[src/rtl/scl_tim_pkg.sv]
package scl_tim_pkg;
  localparam int CNT_W  = 4;
  localparam int EXP_W  = 4;
  localparam int WORD_W = 2 * CNT_W + EXP_W;
  localparam int PRE_W  = (1 << EXP_W) - 1;

  typedef struct packed {
    logic [CNT_W-1:0] hi;
    logic [CNT_W-1:0] lo;
    logic [EXP_W-1:0] ex;
  } tim_cfg_t;

  typedef enum logic [1:0] {
    PH_IDLE = 2'd0,
    PH_LOW  = 2'd1,
    PH_HIGH = 2'd2
  } phase_t;
endpackage

[src/rtl/scl_ratio_pack.sv]
module scl_ratio_pack
  import scl_tim_pkg::*;
#(
  parameter int RATIO_W = 16
) (
  input  logic [RATIO_W-1:0] ratio,
  output tim_cfg_t           cfg
);
  logic [RATIO_W-1:0] r;
  logic [EXP_W-1:0]   e;
  logic               sticky;
  logic [4:0]         red;

  // Halve until the value fits the counters; remember lost ones for rounding.
  always_comb begin
    r      = ratio;
    e      = '0;
    sticky = 1'b0;
    for (int i = 0; i < RATIO_W; i++) begin
      if (r >= RATIO_W'(16)) begin
        sticky = sticky | r[0];
        r      = r >> 1;
        e      = e + EXP_W'(1);
      end
    end
    red = {1'b0, r[3:0]} + {4'd0, sticky};
    if (red < 5'd4) red = 5'd4;
    cfg.ex = e;
    cfg.lo = CNT_W'(red[4:1] - 4'd1);
    cfg.hi = CNT_W'(red[4:1] + {3'd0, red[0]} - 4'd1);
  end
endmodule

[src/rtl/scl_base_tick.sv]
module scl_base_tick
  import scl_tim_pkg::*;
(
  input  logic             clk,
  input  logic             rst,
  input  logic             run,
  input  logic             hold,
  input  logic [EXP_W-1:0] ex,
  output logic             tick
);
  logic [PRE_W-1:0] cnt;
  logic [PRE_W-1:0] limit;

  assign limit = ~({PRE_W{1'b1}} << ex);
  assign tick  = run && !hold && (cnt == limit);

  always_ff @(posedge clk) begin
    if (rst || !run) cnt <= '0;
    else if (!hold)  cnt <= tick ? '0 : cnt + PRE_W'(1);
  end

  assert_pre_in_range_R3: assert property (@(posedge clk) disable iff (rst)
    run |-> (cnt <= limit));
endmodule

[src/rtl/scl_phase_fsm.sv]
module scl_phase_fsm
  import scl_tim_pkg::*;
(
  input  logic     clk,
  input  logic     rst,
  input  logic     en,
  input  logic     tick,
  input  logic     scl_in,
  input  tim_cfg_t cfg,
  output logic     run,
  output logic     hold,
  output logic     idle,
  output logic     scl_q,
  output logic     rise_q,
  output logic     fall_q
);
  phase_t           phase;
  logic [CNT_W-1:0] cnt;

  assign run  = (phase != PH_IDLE);
  assign idle = (phase == PH_IDLE);
  assign hold = (phase == PH_HIGH) && !scl_in;

  always_ff @(posedge clk) begin
    if (rst) begin
      phase  <= PH_IDLE;
      cnt    <= '0;
      scl_q  <= 1'b1;
      rise_q <= 1'b0;
      fall_q <= 1'b0;
    end else begin
      rise_q <= 1'b0;
      fall_q <= 1'b0;
      if (!en) begin
        phase <= PH_IDLE;
        cnt   <= '0;
        scl_q <= 1'b1;
        if (!scl_q) rise_q <= 1'b1;
      end else begin
        case (phase)
          PH_IDLE: begin
            phase  <= PH_LOW;
            scl_q  <= 1'b0;
            fall_q <= 1'b1;
            cnt    <= '0;
          end
          PH_LOW: if (tick) begin
            if (cnt == cfg.lo) begin
              phase  <= PH_HIGH;
              scl_q  <= 1'b1;
              rise_q <= 1'b1;
              cnt    <= '0;
            end else cnt <= cnt + CNT_W'(1);
          end
          PH_HIGH: if (tick) begin
            if (cnt == cfg.hi) begin
              phase  <= PH_LOW;
              scl_q  <= 1'b0;
              fall_q <= 1'b1;
              cnt    <= '0;
            end else cnt <= cnt + CNT_W'(1);
          end
          default: phase <= PH_IDLE;
        endcase
      end
    end
  end

  assert_strobe_excl_R5: assert property (@(posedge clk) disable iff (rst)
    !(rise_q && fall_q));
  assert_rise_on_edge_R5: assert property (@(posedge clk) disable iff (rst)
    $rose(scl_q) |-> rise_q);
  assert_fall_on_edge_R5: assert property (@(posedge clk) disable iff (rst)
    $fell(scl_q) |-> fall_q);
  assert_low_count_R3: assert property (@(posedge clk) disable iff (rst)
    (phase == PH_LOW) |-> (cnt <= cfg.lo));
  assert_stretch_hold_R8: assert property (@(posedge clk) disable iff (rst)
    (en && phase == PH_HIGH && !scl_in) |=> (scl_q && $stable(cnt)));
  assert_release_R10: assert property (@(posedge clk) disable iff (rst)
    !en |=> (scl_q && !fall_q));
endmodule

[src/rtl/scl_timing_gen.sv]
module scl_timing_gen
  import scl_tim_pkg::*;
#(
  parameter int RATIO_W = 16
) (
  input  logic               clk,
  input  logic               rst,
  input  logic               en,
  input  logic               sel_ratio,
  input  logic [WORD_W-1:0]  tim_word,
  input  logic [RATIO_W-1:0] ratio,
  input  logic               scl_in,
  output logic               scl_o,
  output logic               rise_stb,
  output logic               fall_stb
);
  tim_cfg_t pk_cfg;
  tim_cfg_t cfg_q;
  logic     tick, run, hold, idle;

  scl_ratio_pack #(.RATIO_W(RATIO_W)) u_pack (
    .ratio (ratio),
    .cfg   (pk_cfg)
  );

  // Timing source is captured only between transfers.
  always_ff @(posedge clk) begin
    if (rst)       cfg_q <= '0;
    else if (idle) cfg_q <= sel_ratio ? pk_cfg : tim_cfg_t'(tim_word);
  end

  scl_base_tick u_tick (
    .clk  (clk),
    .rst  (rst),
    .run  (run),
    .hold (hold),
    .ex   (cfg_q.ex),
    .tick (tick)
  );

  scl_phase_fsm u_fsm (
    .clk    (clk),
    .rst    (rst),
    .en     (en),
    .tick   (tick),
    .scl_in (scl_in),
    .cfg    (cfg_q),
    .run    (run),
    .hold   (hold),
    .idle   (idle),
    .scl_q  (scl_o),
    .rise_q (rise_stb),
    .fall_q (fall_stb)
  );

  assert_cfg_frozen_R9: assert property (@(posedge clk) disable iff (rst)
    (!idle && $past(!idle)) |-> $stable(cfg_q));
  assert_split_balance_R7: assert property (@(posedge clk) disable iff (rst)
    sel_ratio |-> ((pk_cfg.hi == pk_cfg.lo) || (pk_cfg.hi == pk_cfg.lo + CNT_W'(1))));
  assert_split_lo_min_R7: assert property (@(posedge clk) disable iff (rst)
    sel_ratio |-> (pk_cfg.lo != '0));
  assert_halving_R6: assert property (@(posedge clk) disable iff (rst)
    (sel_ratio && ratio >= RATIO_W'(16)) |-> (pk_cfg.ex != '0));
endmodule

[config.mk]
export PLATFORM = sky130hd
export DESIGN_NAME = scl_timing_gen
export DESIGN_NICKNAME = d
export VERILOG_FILES = /design/src/rtl/scl_tim_pkg.sv /design/src/rtl/scl_ratio_pack.sv /design/src/rtl/scl_base_tick.sv /design/src/rtl/scl_phase_fsm.sv /design/src/rtl/scl_timing_gen.sv
export SDC_FILE = /design/constraint.sdc
export NUM_CORES = 1
export LEC_CHECK = 0
export ABC_AREA = 1
export BUFFER_PORTS_ARGS = -buffer_cell sky130_fd_sc_hd__buf_2
export CORE_UTILIZATION = 55
export DETAILED_ROUTE_END_ITERATION = 10
export PLACE_DENSITY = 0.73
export RECOVER_POWER = 100
export SLEW_MARGIN = 20
export SYNTH_ARGS = -nofsm -noshare
export SYNTH_HDL_FRONTEND = slang
export SYNTH_SLANG_ARGS = --single-unit
[constraint.sdc]
create_clock -name clk -period 10.85 [get_ports clk]
set_input_delay 1.085 -clock clk [delete_from_list [all_inputs] [get_ports clk]]
set_output_delay 1.085 -clock clk [all_outputs]
set_load 0.05 [all_outputs]
==> results of run 1 <==
-- report_power, final --
part | total [mW] | internal, mW | switching (mW)
clock network | 0.102 | 0.0516 | 0.0506
registers | 0.175 | 0.154 | 0.0210
logic | 0.215 | 0.0750 | 0.140
total | 0.492 | 0.281 | 0.212
-- cell usage in the layout (no fill, tap or decap), types with 6 or more instances in the layout --
cell type,count
nor3_1,10
inv_1,71
nand4_1,12
xor2_1,16
buf_2,32
nand2_1,160
ha_1,22
a21oi_1,26
nand2_2,13
nand3_1,76
dfxtp_1,36
inv_2,8
o21ai_0,32
clkbuf_8,6
nor2_1,53
nand3b_1,6
a31oi_1,7
or2_2,10
-- Yosys cell counts (all sizes together), types with 2 or more instances --
cell / count
nand2: 174
inv: 79
nand3: 78
nor2: 60
dfxtp: 36
o21ai: 34
a21oi: 26
ha: 22
xor2: 17
nand4: 12
or2: 12
nor3: 10
clkbuf: 9
a31oi: 7
nand3b: 6
nor3b: 4
nor4: 4
a2111oi: 2
a211oi: 2
a21o: 2
a221oi: 2
and2: 2
and3: 2
buf: 2
o211ai: 2
o22ai: 2
xnor2: 2
-- tightest hold or removal path, cell delays in order (launching register included) --
cell and delay [ns]:
dfxtp_1 0.32, nand2_1 0.06, nand2_1 0.04
-- routing by layer --
metal | wire length (um) | global-route usage
met4 | 82 | 0.0455
met5 | 0 | 0
met2 | 4050 | 0.440
met1 | 4420 | 0.354
met3 | 313 | 0.0334
-- path summary, 6_finish.rpt --
check             startpoint            to  slack (ns)  depth (start not counted)
setup / recovery   ratio[15]      cfg_q[1]        1.70                         42
hold / removal      cfg_q[4]      cfg_q[4]        0.47                          2
setup reg to reg    cfg_q[3]  u_fsm.cnt[0]        8.12                         14
hold reg to reg     cfg_q[4]      cfg_q[4]        0.47                          2
-- cell type report --
type | count | area share
timing repair buffer | 35 | 0.0428
clock buffer | 7 | 0.0216
multi-input combinational | 488 | 0.655
inverter | 80 | 0.0750
clock inverter | 1 | 0.00188
sequential | 36 | 0.180
tap | 77 | 0.0241
-- stage by stage --
| step | hold slack, ns | instances | instance area (um2) |
|---|---|---|---|
| 2_1_floorplan | 0.443 | 615 | 3720 |
| 3_3_place_gp | 0.460 | 716 | 3940 |
| 3_5_place_dp | 0.457 | 716 | 3940 |
| 4_1_cts | 0.469 | 724 | 4030 |
| 5_1_grt | 0.496 | 724 | 4000 |
| 6_report | 0.470 | 724 | 4000 |
-- sequential cells by signal, indices dropped and copies added, names as in the netlist --
signal / count
u_fsm.fall_q: 1
cfg_q: 12
u_fsm.cnt: 4
u_tick.cnt: 15
u_fsm.phase: 2
u_fsm.rise_q: 1
u_fsm.scl_q: 1
-- cell families (layout without fill, tap and decap cells) --
family                   after synthesis  after routing
AO/OA/AOI/OAI                         83             83
XOR/XNOR                              19             19
adder cells (fa/ha/maj)               22             22
buffers and inverters                 91            123
flip-flops                            36             36
AND/OR/NAND/NOR                      364            364
==> summary.txt, run 1 <==
Final layout
  – Nets: ~700
  – N_diodes: 0
  – Fill cell count: between 600 and 700
  – Reg area: slightly above 700 um2
  – Syn-to-layout area delta: 7.57%
  – Layout cell share with drive strength beyond 1: 0.125
  – Final core occ: 0.623
  – Area of the multi-input gates: between 0.002 and 0.003 mm2

Timing
  – Final worst slack: 1.70 ns
  – Endpoints failing hold: 0
  – Slew Limit Fails: 0
  – Max Clock Freq: 109 MHz
  – Part of the cycle the worst path needs: 0.844
  – Setup Skew: between 0.007 and 0.008 ns
  – Setup_tns: 0 ns
  – Worst-Margin Slew: slightly above 0.8 ns
  – Max-slew headroom: 0.454
  – RSZ-0062 raised after global routing: false
  – Final setup viols: 0
  – Crit path time final: roughly 9.2 ns

Die
  – Die height: between 80 and 90 um
  – Die Span X: 84.3 um
  – I/O pins: 36
  – Core area: around 0.0064 mm2
  – Full die area: 0.00710 mm2
  – Row cnt: 29
  – Initial Util: 0.579

Worst setup path
  – Cell mode on critical path: nand2_1
  – Top delay family on crit path: simple AND/OR/NAND/NOR gates
  – Crit. End Element: flop
  – Arrival @ worst endpoint: approximately 9.4 ns
  – CP max stage delay: a little under 0.7 ns
  – Crit path launch type: input pin
  – Buf/Inv on CP: 6
  – Required time of the critical path: about 11 ns
  – Critical path peak fanout: 13
  – Class of the most critical setup path: in2reg
  – Slowest cell on the critical path: nor2_1

Yosys
  – Seq/Total Area, Yosys: 0.194
  – Seq cells post-synth: 36
  – Leading area contributor after synthesis: dfxtp_1
  – Synth warn: 0
  – Synth Net Count: 670
  – Synth Instances: a little over 600
  – Largest family of logic cells by synthesized area: simple AND/OR/NAND/NOR gates
  – Async SR Flop Fraction: 0
  – Adder-cell share of the synthesized area: 0.0740
  – Post-synthesis mux area share: 0
  – Most common flop cell mapped by yosys: dfxtp_1
  – Top-area cell type share of the netlist area: 0.194
  – Synth Area in Compound Gates: 0.127
  – Synth unique cells: 45
  – Post-synth EDFFs: 0
  – Area contributors post-synth: dfxtp_1 (19%), nand2_1 (16%), nand3_1 (10%), ha_1 (7.4%), inv_1 (7.2%)
  – Post-Synth XOR/XNOR Area: 0.0467
  – Mean Syn Cell Area: around 6.1 um2
  – Simple-gate portion of the synthesized area: 0.464
  – Synthesized area: approximately 0.0037 mm2

Drt
  – DRT iter0 DRCs: 269
  – Initial DRT Pass Iterations: 5
  – Number of routed nets with antenna violations: 0
  – Total number of vias: ~4000
  – Routed len/inst: approximately 12 um
  – Vias per cell: about 5.5
  – Final wirelength: 8.86 mm
  – Post-route DRC: 0

Outcome
  – Outcome: completed

Clock network
  – CTS Root Cell: clkbuf_8
  – Longest Clk Path Bufs: 2
  – Clk sink count: 36
  – Post-CTS sizing: 0
  – CTS tree: yes
  – Clk slew on worst S/H paths: 0.08 ns
  – Num CTS Buffers: 5
  – Worst skew pair latency: around 0.30 ns
  – CTS H-Tree Depth: 2
  – CTS hold repair buffers: 0
  – Setup repair bufs after CTS: 0

Job
  – MaxCap Viol Count: 0

Placed design
  – Post-DP HPWL: about 7.2 mm
  – Dpl ws: between 2 and 2.5 ns
  – Buffers on Ports: 35
  – Gpl congestion: just under 0.9

Global route
  – Overall routing resource usage: 0.259
  – Largest net degree at the start of global routing: 19
  – Total gr overflow: 0
  – Antenna violations before repair: 0
  – Vias in the first global route: about 3500
  – First-pass GRT wire length: 15.3 mm

Power
  – Worst VDD drop: between 0.1 and 0.15 mV
  – Overall power: slightly below 500 uW
  – LEAKAGE: ~2.0 nW
  – Power per cell area: about 120 mW/mm2

Hold path
  – HP Class: reg2reg
Power figures use the tool's default switching activity.
==> inputs of run 2 (changes only) <==
--- a/config.mk
+++ b/config.mk
@@ -5,11 +5,11 @@
 export SDC_FILE = /design/constraint.sdc
 export NUM_CORES = 1
 export LEC_CHECK = 0
-export ABC_AREA = 1
+export ABC_AREA = 0
 export BUFFER_PORTS_ARGS = -buffer_cell sky130_fd_sc_hd__buf_2
 export CORE_UTILIZATION = 55
 export DETAILED_ROUTE_END_ITERATION = 10
-export PLACE_DENSITY = 0.73
+export PLACE_DENSITY = 0.75
 export RECOVER_POWER = 100
 export SLEW_MARGIN = 20
 export SYNTH_ARGS = -nofsm -noshare
==> constraint.sdc (replaced) <==
create_clock -name clk -period 7.38 [get_ports clk]
set_input_delay 0.738 -clock clk [delete_from_list [all_inputs] [get_ports clk]]
set_output_delay 0.738 -clock clk [all_outputs]
set_load 0.05 [all_outputs]
==> run 2 against run 1 <==
Compared with the run above:
- core utilization rose by 1.5 points
- total power increased by 17%
- critical path depth is 5 lower
- synthesized cell count shrank 6.2%
- sequential power up 31%
- clock skew down 0.0024 ns
- register-to-register slack lost 3.9 ns
- largest power group is now sequential cells
- largest cell class unchanged
- non-clock buffer count increased by 24
- clock power up 44%
- first-iteration DRC count down 1.1%
- critical endpoint is now cfg_q[2]
- via count rose by 9.6%
- global-route usage rose by 1.3 points
==> summary.txt, run 2 <==
Global route
  – First-pass GRT wire length: 18.6 mm (+21%)
  – Largest net degree at the start of global routing: 25 (+6)
  – Antenna violations before repair: 0 (unchanged)
  – Overall routing resource usage: 0.272 (+0.0131)
  – Vias in the first global route: 4057 (+15%)
  – Total gr overflow: 0 (unchanged)

Drt
  – Vias per cell: 6.18 (+13%)
  – Initial DRT Pass Iterations: 6 (+1)
  – Number of routed nets with antenna violations: 0 (unchanged)
  – DRT iter0 DRCs: 266 (-1.1%)
  – Final wirelength: 11.0 mm (+24%)
  – Total number of vias: 4354 (+9.6%)
  – Post-route DRC: 0 (unchanged)
  – Routed len/inst: 15.6 um (+27%)

Yosys
  – Synth Area in Compound Gates: 0.255 (+0.128)
  – Area contributors post-synth: dfxtp_1 (17%), nor2_1 (6.7%), ha_1 (6.5%), nand2_1 (4.4%), xnor2_1 (4.3%)
  – Mean Syn Cell Area: 7.35 um2 (+22%)
  – Adder-cell share of the synthesized area: 0.0649 (-0.00910)
  – Post-synthesis mux area share: 0.0416 (+0.0416)
  – Synth Net Count: 632 (-5.7%)
  – Post-synth EDFFs: 0 (unchanged)
  – Synth Instances: 577 (-6.2%)
  – Synthesized area: 0.00424 mm2 (+14%)
  – Simple-gate portion of the synthesized area: 0.310 (-0.154)
  – Top-area cell type share of the netlist area: 0.170 (-0.0238)
  – Synth unique cells: 82 (+82%)
  – Largest family of logic cells by synthesized area: simple AND/OR/NAND/NOR gates
  – Most numerous cell in the Yosys netlist: nor2_1
  – Async SR Flop Fraction: 0 (unchanged)
  – Synth warn: 0 (unchanged)
  – Post-Synth XOR/XNOR Area: 0.0941 (+0.0473)
  – Seq/Total Area, Yosys: 0.170 (-0.0238)
  – Leading area contributor after synthesis: dfxtp_1
  – Most common flop cell mapped by yosys: dfxtp_1
  – Seq cells post-synth: 36 (unchanged)
  – Synth cell count leaders: nor2_1 (76), nand2_1 (50), a21oi_1 (36), dfxtp_1 (36), clkbuf_1 (28)

Timing
  – Max Clock Freq: 142 MHz
  – Crit path time final: ~7.1 ns
  – Final setup viols: 0 (unchanged)
  – Worst-Margin Slew: 0.767 ns (-0.0483 ns)
  – Final worst slack: 0.322 ns (-1.38 ns)
  – Setup_tns: 0 ns (unchanged)
  – Endpoints failing hold: 0 (unchanged)
  – Part of the cycle the worst path needs: 0.956
  – Slew Limit Fails: 0 (unchanged)
  – Max-slew headroom: 0.482 (+0.0275)
  – Setup Skew: 0.00493 ns (-0.00240 ns)

Worst setup path
  – Required time of the critical path: 7.58 ns (-3.48 ns)
  – Crit. End Element: flop
  – Buf/Inv on CP: 4 (-2)
  – Cell mode on critical path: ha_1
  – Class of the most critical setup path: in2reg
  – Critical path peak fanout: 4 (-9)
  – Top delay family on crit path: adder cells
  – Arrival @ worst endpoint: 7.26 ns (-2.10 ns)
  – Slowest cell on the critical path: or4_4
  – CP max stage delay: 0.57 ns (-0.11 ns)
  – Crit path launch type: input pin

Final layout
  – Register bank with the most flops: u_tick.cnt
  – Most frequent cells in the layout: nor2_1 (75), nand2_1 (48), a21oi_1 (36), dfxtp_1 (36), buf_2 (32)
  – Commonest non-fill, non-tap cell in the layout: nor2_1
  – Reg area: 721 um2 (unchanged)
  – Final core occ: 0.638 (+0.0151)
  – Fill cell count: 661 (+5.4%)
  – Nets: 660 (-5.8%)
  – Fin area: 0.00470 mm2 (+18%)
  – Area of the multi-input gates: 0.00331 mm2 (+26%)
  – N_diodes: 0 (unchanged)
  – Max FFs per register: 15 (unchanged)
  – Top Registers: u_tick.cnt: 15 flops, cfg_q: 12 flops, u_fsm.cnt: 4 flops
  – Layout cell share with drive strength beyond 1: 0.183 (+0.0580)
  – Syn-to-layout area delta: 10.9%

Power
  – Overall power: 577 uW (+17%)
  – Clk pwr share: 0.254 (+0.046)
  – Combinational group share of total power: 0.347 (-0.090)
  – Sequential fraction of design power: 0.399 (+0.044)
  – Worst VDD drop: 0.154 mV (+46%)
  – LEAKAGE: 1.85 nW (-9.3%)
  – Net Switching: 207 uW (-2.1%)
  – Power Internal: 370 uW (+32%)
  – Power per cell area: 123 mW/mm2 (-0.23%)
  – Switching Share: 0.359 (-0.0712)

Placed design
  – Buffers on Ports: 35 (unchanged)
  – Gpl congestion: 0.954 (+9.9%)
  – Placed instance area: 0.00455 mm2 (+15%)
  – Dpl ws: -0.0773 ns (-2.48 ns)
  – Post-DP HPWL: 8.20 mm (+13%)

Die
  – I/O pins: 36 (unchanged)
  – Row cnt: 31 (+6.9%)
  – Initial Util: 0.576 (-0.00367)
  – Full die area: 0.00807 mm2 (+14%)
  – Die Span X: 89.8 um (+6.6%)
  – Die height: 89.8 um (+6.6%)
  – Core area: 0.00737 mm2 (+15%)

Clock network
  – Worst skew pair latency: 0.29 ns (about the same)
  – CTS H-Tree Depth: 2 (unchanged)
  – Clk slew on worst S/H paths: 0.07 ns (about the same)
  – CTS tree: yes
  – Num CTS Buffers: 5 (unchanged)
  – Clk sink count: 36 (unchanged)
  – Longest Clk Path Bufs: 2 (unchanged)
  – CTS hold repair buffers: 0 (unchanged)
  – CTS Root Cell: clkbuf_8

Outcome
  – Outcome: completed

Job
  – MaxCap Viol Count: 0 (unchanged)

Hold path
  – HP Class: reg2reg
==> run 2: cell count changes in the layout (fill, tap and decap cells not counted), sizes merged, moves of 9 or more <==
cell,previous run,this run
buf,32,56
nand3,78,19
nand2,174,50
a21oi,26,37
nor2,60,79
a211oi,2,11
xnor2,2,22
mux2i,0,12
o31ai,0,10
inv,79,27
==> run 2: cell type report <==
type | instances | share of cell area
inverter | 28 | 0.0226
clock buffer | 7 | 0.0184
timing repair buffer | 59 | 0.0747
clock inverter | 1 | 0.00160
sequential | 36 | 0.153
multi-input combinational | 475 | 0.703
tap | 99 | 0.0263
==> run 2: cells by family (layout without fill, tap and decap cells) <==
kind of cell,Yosys count,count (layout)
buffers and inverters,66,95
AND/OR/NAND/NOR,243,243
XOR/XNOR,41,41
AO/OA/AOI/OAI,152,152
adder cells (fa/ha/maj),22,22
flip-flops,36,36
multiplexers,17,17
==> run 2: through the flow <==
stage / std cells / hold slack (ns)
finish: 705 / 0.492
global route: 705 / 0.523
CTS: 699 / 0.489
detailed placement: 691 / 0.478
global placement: 691 / 0.475
floorplan: 577 / 0.446
==> run 2: worst register-to-register path: cells and delay by family (launching register included) <==
kind | cells | cell delay (ns)
AO/OA/AOI/OAI | 5 | 1.28
AND/OR/NAND/NOR | 3 | 1.08
flip-flops | 1 | 0.77
==> run 2: final timing paths <==
| kind | slack (ns) | startpoint | depth (start not counted) | end |
|---|---|---|---|---|
| max | 0.32 | ratio[12] | 37 | cfg_q[2] |
| min | 0.49 | cfg_q[10] | 2 | cfg_q[10] |
| max reg2reg | 4.20 | cfg_q[3] | 8 | u_fsm.cnt[1] |
| min reg2reg | 0.49 | cfg_q[10] | 2 | cfg_q[10] |
==> run 2: repair_timing <==
| item | CTS | global route |
|---|---|---|
| setup buffers | 0 | 6 |
| gates resized for setup | 0 | 11 |
| endpoints found under the setup margin | 0 | 2 |
==> run 2: routing by layer <==
metal / part of all wire / track usage / routed length, um / vias to the layer above
met5: 0 / 0 / 0 / -
met4: 0.0085 / 0.0615 / 93 / 0
met3: 0.061 / 0.0364 / 669 / 13
met2: 0.46 / 0.446 / 5030 / 152
met1: 0.47 / 0.377 / 5180 / 2042
li1: - / - / - / 2147
==> run 2: power by group through the flow <==
stage | registers [mW] | logic [mW] | clock network, mW
finish | 0.230 | 0.200 | 0.147
floorplan | 0.223 | 0.157 | 0
CTS | 0.229 | 0.195 | 0.149
global route | 0.233 | 0.222 | 0.157
global placement | 0.233 | 0.188 | 0
detailed placement | 0.234 | 0.194 | 0
